<file path="src/rtl/psw_pkg.sv">
package psw_pkg;
  typedef enum logic [2:0] {
    ST_IDLE,
    ST_RD,
    ST_OLD,
    ST_MIX,
    ST_WDAT,
    ST_WPAR,
    ST_DONE
  } psw_state_e;
endpackage

</file>
<file path="src/rtl/psw_rst_sync.sv">
module psw_rst_sync (
  input  logic clk,
  input  logic rst_n,
  output logic rst_sn
);
  logic [1:0] sync_q;

  always_ff @(posedge clk or negedge rst_n) begin
    if (!rst_n) sync_q <= 2'b00;
    else        sync_q <= {sync_q[0], 1'b1};
  end

  assign rst_sn = sync_q[1];
endmodule

</file>
<file path="src/rtl/psw_lane_map.sv">
module psw_lane_map #(
  parameter int LANES   = 4,
  parameter int STRIPES = 8
) (
  input  logic                                 rot,
  input  logic [$clog2(STRIPES*(LANES-1))-1:0] blk,
  output logic [$clog2(STRIPES)-1:0]           stripe,
  output logic [$clog2(LANES)-1:0]             dlane,
  output logic [$clog2(LANES)-1:0]             plane
);
  localparam int DL = LANES - 1;
  localparam int BW = $clog2(STRIPES*DL);
  localparam int LW = $clog2(LANES);
  localparam int SW = $clog2(STRIPES);

  logic [BW-1:0] quo, rem;
  logic [LW-1:0] pos, smod;

  always_comb begin
    quo    = blk / BW'(DL);
    rem    = blk % BW'(DL);
    pos    = LW'(rem);
    stripe = SW'(quo);
    smod   = LW'(quo % BW'(LANES));
    plane  = rot ? (LW'(LANES-1) - smod) : LW'(LANES-1);
    dlane  = (pos < plane) ? pos : (pos + LW'(1));
  end
endmodule

</file>
<file path="src/rtl/psw_lane_mem.sv">
module psw_lane_mem #(
  parameter int WORD_W = 16,
  parameter int DEPTH  = 32
) (
  input  logic                     clk,
  input  logic                     rst_n,
  input  logic                     we,
  input  logic [$clog2(DEPTH)-1:0] addr,
  input  logic [WORD_W-1:0]        wdata,
  output logic [WORD_W-1:0]        rdata
);
  logic [WORD_W-1:0] mem_q [DEPTH];

  always_ff @(posedge clk or negedge rst_n) begin
    if (!rst_n) begin
      for (int i = 0; i < DEPTH; i++) mem_q[i] <= '0;
    end else if (we) begin
      mem_q[addr] <= wdata;
    end
  end

  assign rdata = mem_q[addr];
endmodule

</file>
<file path="src/rtl/par_stripe_writer.sv">
module par_stripe_writer #(
  parameter int LANES     = 4,
  parameter int STRIPES   = 8,
  parameter int BLK_WORDS = 4,
  parameter int WORD_W    = 16
) (
  input  logic                                 clk,
  input  logic                                 rst_n,
  input  logic                                 rot_mode,
  input  logic                                 fail_en,
  input  logic [$clog2(LANES)-1:0]             fail_lane,
  input  logic                                 req,
  input  logic                                 req_wr,
  input  logic [$clog2(STRIPES*(LANES-1))-1:0] req_blk,
  output logic                                 ack,
  output logic                                 wd_take,
  input  logic [WORD_W-1:0]                    wd_data,
  output logic                                 rd_vld,
  output logic [WORD_W-1:0]                    rd_data,
  output logic [LANES-1:0]                     lane_rd,
  output logic [LANES-1:0]                     lane_wr
);
  import psw_pkg::*;

  localparam int DL    = LANES - 1;
  localparam int LW    = $clog2(LANES);
  localparam int BW    = $clog2(STRIPES*DL);
  localparam int SW    = $clog2(STRIPES);
  localparam int IW    = $clog2(BLK_WORDS);
  localparam int DEPTH = STRIPES * BLK_WORDS;
  localparam int AW    = $clog2(DEPTH);

  logic              rst_sn;
  psw_state_e        state_q, state_d;
  logic [IW-1:0]     idx_q, idx_d;
  logic [BW-1:0]     blk_q;
  logic              wr_q, rot_q, cap, last;
  logic [SW-1:0]     stripe;
  logic [LW-1:0]     dlane, plane;
  logic [WORD_W-1:0] lane_q [LANES];
  logic [WORD_W-1:0] pbuf_q [BLK_WORDS];
  logic [WORD_W-1:0] newb_q [BLK_WORDS];
  logic [AW-1:0]     mem_addr;
  logic [WORD_W-1:0] mem_wdata, xor_rest;
  logic              degraded;

  psw_rst_sync u_rst (.clk(clk), .rst_n(rst_n), .rst_sn(rst_sn));

  psw_lane_map #(.LANES(LANES), .STRIPES(STRIPES)) u_map (
    .rot(rot_q), .blk(blk_q), .stripe(stripe), .dlane(dlane), .plane(plane)
  );

  assign mem_addr  = AW'(stripe) * AW'(BLK_WORDS) + AW'(idx_q);
  assign mem_wdata = (state_q == ST_WPAR) ? pbuf_q[idx_q] : newb_q[idx_q];

  for (genvar g = 0; g < LANES; g++) begin : g_lane
    psw_lane_mem #(.WORD_W(WORD_W), .DEPTH(DEPTH)) u_mem (
      .clk(clk), .rst_n(rst_sn), .we(lane_wr[g]), .addr(mem_addr),
      .wdata(mem_wdata), .rdata(lane_q[g])
    );
  end

  // next-state logic
  assign last = (idx_q == IW'(BLK_WORDS-1));

  always_comb begin
    state_d = state_q;
    idx_d   = idx_q;
    cap     = 1'b0;
    case (state_q)
      ST_IDLE: if (req) begin
        cap     = 1'b1;
        idx_d   = '0;
        state_d = req_wr ? ST_OLD : ST_RD;
      end
      ST_RD, ST_OLD, ST_MIX, ST_WDAT, ST_WPAR: begin
        idx_d = last ? '0 : idx_q + IW'(1);
        if (last) begin
          case (state_q)
            ST_RD:   state_d = ST_DONE;
            ST_OLD:  state_d = ST_MIX;
            ST_MIX:  state_d = ST_WDAT;
            ST_WDAT: state_d = ST_WPAR;
            default: state_d = ST_DONE;
          endcase
        end
      end
      ST_DONE: state_d = ST_IDLE;
      default: state_d = ST_IDLE;
    endcase
  end

  // control registers
  always_ff @(posedge clk or negedge rst_sn) begin
    if (!rst_sn) begin
      state_q <= ST_IDLE;
      idx_q   <= '0;
      blk_q   <= '0;
      wr_q    <= 1'b0;
      rot_q   <= 1'b0;
    end else begin
      state_q <= state_d;
      idx_q   <= idx_d;
      if (cap) begin
        blk_q <= req_blk;
        wr_q  <= req_wr;
        rot_q <= rot_mode;
      end
    end
  end

  // block buffers: parity delta, then new parity; new data words
  always_ff @(posedge clk) begin
    if (state_q == ST_OLD) pbuf_q[idx_q] <= lane_q[dlane] ^ lane_q[plane];
    if (state_q == ST_MIX) begin
      pbuf_q[idx_q] <= pbuf_q[idx_q] ^ wd_data;
      newb_q[idx_q] <= wd_data;
    end
  end

  always_comb begin
    xor_rest = '0;
    for (int l = 0; l < LANES; l++)
      if (LW'(l) != fail_lane) xor_rest = xor_rest ^ lane_q[l];
  end

  assign degraded = fail_en && (fail_lane == dlane);
  assign rd_vld   = (state_q == ST_RD);
  assign rd_data  = degraded ? xor_rest : lane_q[dlane];
  assign wd_take  = (state_q == ST_MIX);
  assign ack      = (state_q == ST_DONE);

  always_comb begin
    lane_rd = '0;
    lane_wr = '0;
    case (state_q)
      ST_RD:   lane_rd = degraded ? ~(LANES'(1) << fail_lane) : (LANES'(1) << dlane);
      ST_OLD:  lane_rd = (LANES'(1) << dlane) | (LANES'(1) << plane);
      ST_WDAT: lane_wr = LANES'(1) << dlane;
      ST_WPAR: lane_wr = LANES'(1) << plane;
      default: ;
    endcase
  end


  one_lane_wr_chk: assert property (@(posedge clk) disable iff (!rst_sn)
    $onehot0(lane_wr));

  old_rd_pair_chk: assert property (@(posedge clk) disable iff (!rst_sn)
    (state_q == ST_OLD) |-> ($countones(lane_rd) == 2));

  no_rd_wr_mix_chk: assert property (@(posedge clk) disable iff (!rst_sn)
    !((|lane_rd) && (|lane_wr)));

  ack_pulse_chk: assert property (@(posedge clk) disable iff (!rst_sn)
    ack |=> !ack);

  ack_after_par_chk: assert property (@(posedge clk) disable iff (!rst_sn)
    (ack && wr_q) |-> $past(|lane_wr));

  rd_one_lane_chk: assert property (@(posedge clk) disable iff (!rst_sn)
    (rd_vld && !degraded) |-> $onehot(lane_rd));

  deg_rd_lanes_chk: assert property (@(posedge clk) disable iff (!rst_sn)
    (rd_vld && degraded) |-> ($countones(lane_rd) == LANES-1));
endmodule

</file>
<file path="config.mk">
export PLATFORM = sky130hd
export DESIGN_NAME = par_stripe_writer
export DESIGN_NICKNAME = d
export VERILOG_FILES = /design/src/rtl/psw_pkg.sv /design/src/rtl/psw_rst_sync.sv /design/src/rtl/psw_lane_map.sv /design/src/rtl/psw_lane_mem.sv /design/src/rtl/par_stripe_writer.sv
export SDC_FILE = /design/constraint.sdc
export NUM_CORES = 2
export LEC_CHECK = 0
export ABC_AREA = 1
export CAP_MARGIN = 30
export CELL_PAD_IN_SITES_DETAIL_PLACEMENT = 0
export CELL_PAD_IN_SITES_GLOBAL_PLACEMENT = 1
export CORE_MARGIN = 5
export CORE_UTILIZATION = 45
export DETAILED_ROUTE_END_ITERATION = 7
export PLACE_DENSITY = 0.82
export SLEW_MARGIN = 15
export SYNTH_ARGS = -nofsm -noshare
export SYNTH_HDL_FRONTEND = slang
export SYNTH_SLANG_ARGS = --single-unit
</file>
<file path="constraint.sdc">
create_clock -name clk -period 67.4 [get_ports clk]
set_clock_uncertainty 0.05 [all_clocks]
set_input_delay 13.48 -clock clk [delete_from_list [all_inputs] [get_ports clk]]
set_output_delay 13.48 -clock clk [all_outputs]
set_load 0.02 [all_outputs]
</file>
* Word level (Yosys, flattened, before mapping) *
Memories as Yosys holds them, arrays and structs flattened.
Cells that the tools add are included.
Widths: inputs -> output; s select.

word-level totals
  input port bits = 29
  RAM bits = 128
  flip-flop bits (word level) = 2061
  logic and storage cells = 231
  memories = 2

operators by class
  bitwise gates (word level) = 11
  reduce and logical (&&, ||, !) cells = 8
  equality and inequality tests = 13
  divide/modulo/power cells = 2
  shift-type cells = 3
  magnitude comparators = 5
  muxes and demuxes = 50
  $add $sub $neg = 4

memory list
  memory  words  bits a word  rd ports  clocked after Yosys merged registers in  write ports  RTL line                 source
  newb_q  4      16           1         0                                        1            par_stripe_writer.sv:42  logic [WORD_W-1:0] newb_q [BLK_WORDS];
  pbuf_q  4      16           1         0                                        1            par_stripe_writer.sv:41  logic [WORD_W-1:0] pbuf_q [BLK_WORDS];

operator list
  kind                 number
  $bwmux 512           4
  $bmux 16 s5          4
  $mux 16              20
  $demux 16 s5         1
  $xor 16x16->16       5
  $bmux 16 s2          2
  $pmux 4 s2           2
  $shl 1x2->4 const A  3
  $mux 2               5
  $eq 3x3->1 const B   3
  $pmux 3 s3           1
  $eq 3x2->1 const B   2
  $ge 3x3->1 const B   2
  $ge 6x6->1 const B   1
  $lt 6x1->1 const B   1
  $mux 1               6
  $mux 3               2
  $not 2->3            2
  $not 5->6            1
  $pmux 3 s2           1
  $add 5x2->5          1
  $div 5x2->5 const B  1
  $mod 5x2->5 const B  1
  $reduce_or 5->1      1
  18 further kinds     24

* Logic depth before layout (Yosys ltp) *
  depth after elaboration = 14
  depth in mapped cells = 32

* By module *
A second synthesis with hierarchy kept.

second synthesis, totals
  cells, all modules = 14501
  area, all modules = 105167.1 um^2

by module, submodules not included
  module             area an instance (um^2)  sequential area each (um^2)  instances  cells an instance
  psw_lane_mem       23795.3                  12812.3                      4          3244
  par_stripe_writer  9574.2                   4119.0                       1          1453
  psw_lane_map       357.8                    0.0                          1          69
  psw_rst_sync       53.8                     50.0                         1          3

* Worst setup path before layout *
No wires, ideal clock.

  path kind = input-to-output
  start = input port fail_lane[0]
  end = output port rd_data[10]
  buffers on the path = 1
  required time = 53.870 ns
  stages = 9
  setup slack = 39.199 ns
  arrival = 14.671 ns
  path through = nor2_1 > inv_1 > clkbuf_1 > nand3_1 > xor2_1 > nand2_1 > nand2_1 > nand2_1 > nand2_1

between the ends
  word-level cells in the longest chain between the ends = 9

RTL lines
  item               RTL line                  source
  from (decl)        par_stripe_writer.sv:11   input logic [$clog2(LANES)-1:0] fail_lane,
  $reduce_bool 2->1  par_stripe_writer.sv:124  if (LW'(l) != fail_lane) xor_rest = xor_rest ^ lane_q[l];
  $mux 16            par_stripe_writer.sv:124
  $xor 16x16->16     par_stripe_writer.sv:124
  $mux 16            par_stripe_writer.sv:124
  $xor 16x16->16     par_stripe_writer.sv:124
  $mux 16            par_stripe_writer.sv:124
  $xor 16x16->16     par_stripe_writer.sv:124
  $mux 16            par_stripe_writer.sv:124
  $mux 16 *          par_stripe_writer.sv:129  assign rd_data = degraded ? xor_rest : lane_q[dlane];
  to (decl)          par_stripe_writer.sv:19   output logic [WORD_W-1:0] rd_data,

Mark *: on every way between the ends. The rest lies on a longest branch, timed or not.

* Final worst setup path *
  start = input port fail_lane[0]
  end = output port rd_data[14]

Same word-level chain as after synthesis.

==> results.toml <==
[logic_synthesis]
synthTopCellsByArea = "dfrtp_1 (47%), nand2_1 (18%), nand3_1 (11%), o21ai_0 (4.0%), nor2_1 (3.7%)"
syn-mean-instance-area_um2 = 7.60
netlist_area_mm2 = 0.110
synth_fa_ha_area_share_pct = 0.0914
synth-edff-count = 128
yosysTopAreaCell = "dfrtp_1"
async_flop_share_pct = 94.2
ys_seq_elements = 2189
ys_types = 35
yosysWarningCount = 0
seq_area_frac_synth_pct = 50.6
yosysMostFrequentCell = "nand2_1"
synthFlopType = "dfrtp_1"
synth_top_family_by_area = "simple AND/OR/NAND/NOR gates"
synth_compound_gate_area_share_pct = 8.22
synth_fp_nets = 14500
syn_inst = 14400
ys_top_cells_by_count = "nand2_1 (5332), nand3_1 (2401), dfrtp_1 (2061)"
synth_simple_gate_area_share_pct = 34.9
synth_mux_area_share_pct = 0.0206
synth_xor_area_share_pct = 0.576
yosysTopAreaCellShare_pct = 47.1

[floorplan]
die_area_mm2 = 0.253
dieWidth_um = 503
core_area_mm2 = 0.243
io_pins = 56
row_count = 181
die_h_um = 503
start_util_pct = 45.1

[global_routing]
grt_pass1_vias = 98100
grt_start_max_net_pins = 201
grt_pass1_wl_um = 640000
overflow = 0
grt.total_usage_pct = 32.9
antenna_found_initial = 19

[routing]
vias = 103000
dr.pass1.iters = 7
routedWlPerCell_um = 25.0
drc = 0
ant_nets = 0
drt-total-wl_um = 426000
avgViaCountPerCell = 6.07
drtIter0Drc = 13500

[timing]
fin_crit_sh_pct = 44.6
period_minus_slack_ns = 30.03
drv_slew = 0
setup_viol = 0
setup-tns-final_ns = 0
report.final.hold_viol_count = 0
tightest_slew_ns = 1.27
maxSlewHeadroom_pct = 15.2
grt_setup_unrepaired = "no"
fmax_mhz = 33.3

[clock_tree]
cts_made_buffers = 231
cts_max_level = 4
clock_sinks = 2189
clk_pin_slew_ns = 0.06
clk_path_buf_depth = 3
cts_root_buffer = "clkbuf_16"
cts_setup_buffers = 0
ctsResizeCount = 0
cts_tree = "done"
clkLatencyLatePin_ns = 0.95
hold_buffers = 0

[worst_setup_path]
crit_chain = "clkdlybuf4s50_1 -> nand3_1 -> nand2_1 -> nand3_1 -> inv_1 -> nand3_1 -> nand2_1 -> clkdlybuf4s50_1"
cp-endpoint = "rd_data[14]"
ff2ff_path_depth = 29
max_stage_delay_ns = 0.70
reg2reg_to = "g_lane[2].u_mem.mem_q[408]$_DFFE_PN0P_"
cp_common_cell = "nand3_1"
start_kind = "input port"
reg2reg_from = "blk_q[0]$_DFFE_PN0P_"
crit_type = "in2out"
reg2reg_slack_ns = 57.72
critPathRequiredTime_ns = 53.87
worst_setup_path_end_kind = "output port"
cp.arrival_ns = 16.50
slowest_stage = "inv_1"
path_max_fanout = 21
cp-startpoint = "fail_lane[0]"

[placed_design]
hpwl_um = 240000
gp_congestion = 0.911
port_buffers = 55

[flow_run]
maxCapViolations = 0

[outcome]
status = "finished, final reports clean"

[final_layout]
drive_above_1_share_pct = 5.28
syn_to_final_growth_pct = 9.10
nets = 13600

[worst_hold_path]
min_path_type = "reg2reg"
## cells by family after synthesis
| family | after synthesis |
|---|---|
| compound gates | 1565 |
| fa+ha+maj | 8 |
| xor+xnor | 72 |
| simple gates | 9158 |
| other cells | 1 |
| buf+inv | 1432 |
| flops | 2189 |
| mux | 2 |
## worst min-delay path by stage
stage                               from                   endpoint  slack, ns  cells past startpoint
3_3_place_gp   u_rst.sync_q[0]$_DFF_PN0_  u_rst.sync_q[1]$_DFF_PN0_       0.28                      0
5_1_grt        u_rst.sync_q[0]$_DFF_PN0_  u_rst.sync_q[1]$_DFF_PN0_       0.30                      0
3_5_place_dp   u_rst.sync_q[0]$_DFF_PN0_  u_rst.sync_q[1]$_DFF_PN0_       0.29                      0
4_1_cts        u_rst.sync_q[0]$_DFF_PN0_  u_rst.sync_q[1]$_DFF_PN0_       0.30                      0
2_1_floorplan  u_rst.sync_q[0]$_DFF_PN0_  u_rst.sync_q[1]$_DFF_PN0_       0.28                      0
6_report       u_rst.sync_q[0]$_DFF_PN0_  u_rst.sync_q[1]$_DFF_PN0_       0.30                      0
## registers in the layout, summed over array words and instances, names as in the netlist
signal	cells
g_lane.u_mem.mem_q	2048
newb_q	64
pbuf_q	64
blk_q	5
state_q	3
idx_q	2
u_rst.sync_q	2
rot_q	1
## critical path: cells and delay by family
family                 cells  cell delay [ns]
and+or+nand+nor            5             1.18
buffers and inverters      3             1.85
## placed cells by master, fill, tap and decap left out, types with 4 or more instances in the layout
cell type	instances
bufinv_16	14
nand2_2	32
diode_2	6
clkinv_1	12
inv_1	61
edfxtp_1	128
o21ai_0	866
ha_1	8
buf_4	189
nor2_2	4
clkinv_2	38
buf_16	17
nor2_4	34
nor2_1	1042
a32o_1	118
a21oi_1	129
clkbuf_8	71
o22ai_1	426
nand2_1	5331
dfrtp_1	2058
buf_12	33
nand3_1	2401
nand4_1	282
clkbuf_1	61
o21ai_4	19
clkdlybuf4s50_1	55
nand3b_1	26
xor2_1	28
clkinv_16	12
xnor2_1	44
inv_2	7
clkbuf_16	231
## metal layers
metal / up-vias / wire length (um) / GRT usage (%)
li1: 46100 / - / -
met3: 833 / 44200 / 7.83
met5: - / 90 / 0
met1: 51000 / 175000 / 45.8
met4: 12 / 20600 / 14.4
met2: 5337 / 186000 / 49.1
## metrics by stage
step | setup slack (ns) | area, um^2 | util [%] | cells | hold WS [ns]
finish | 37.37 | 120000 | 49.2 | 17000 | 0.298
global route | 37.15 | 120000 | 49.2 | 17000 | 0.302
CTS | 37.40 | 119000 | 49.1 | 17000 | 0.300
detailed placement | 37.40 | 111000 | 45.7 | 16600 | 0.286
global placement | 37.40 | 111000 | 45.7 | 16500 | 0.283
floorplan | 5.64 | 110000 | - | 14400 | 0.281
## final cells by class
type,count,area [um^2]
timing repair buffer,298,3150
inverter,76,303
sequential,2189,55400
tap,3202,4010
clock inverter,76,1070
fill,23300,123000
clock buffer,363,6990
multi-input combinational,10800,48600
antenna,6,15.0
Power is not shown: default switching activity piles up to over one toggle a cycle in this logic, so the estimate is an artifact.
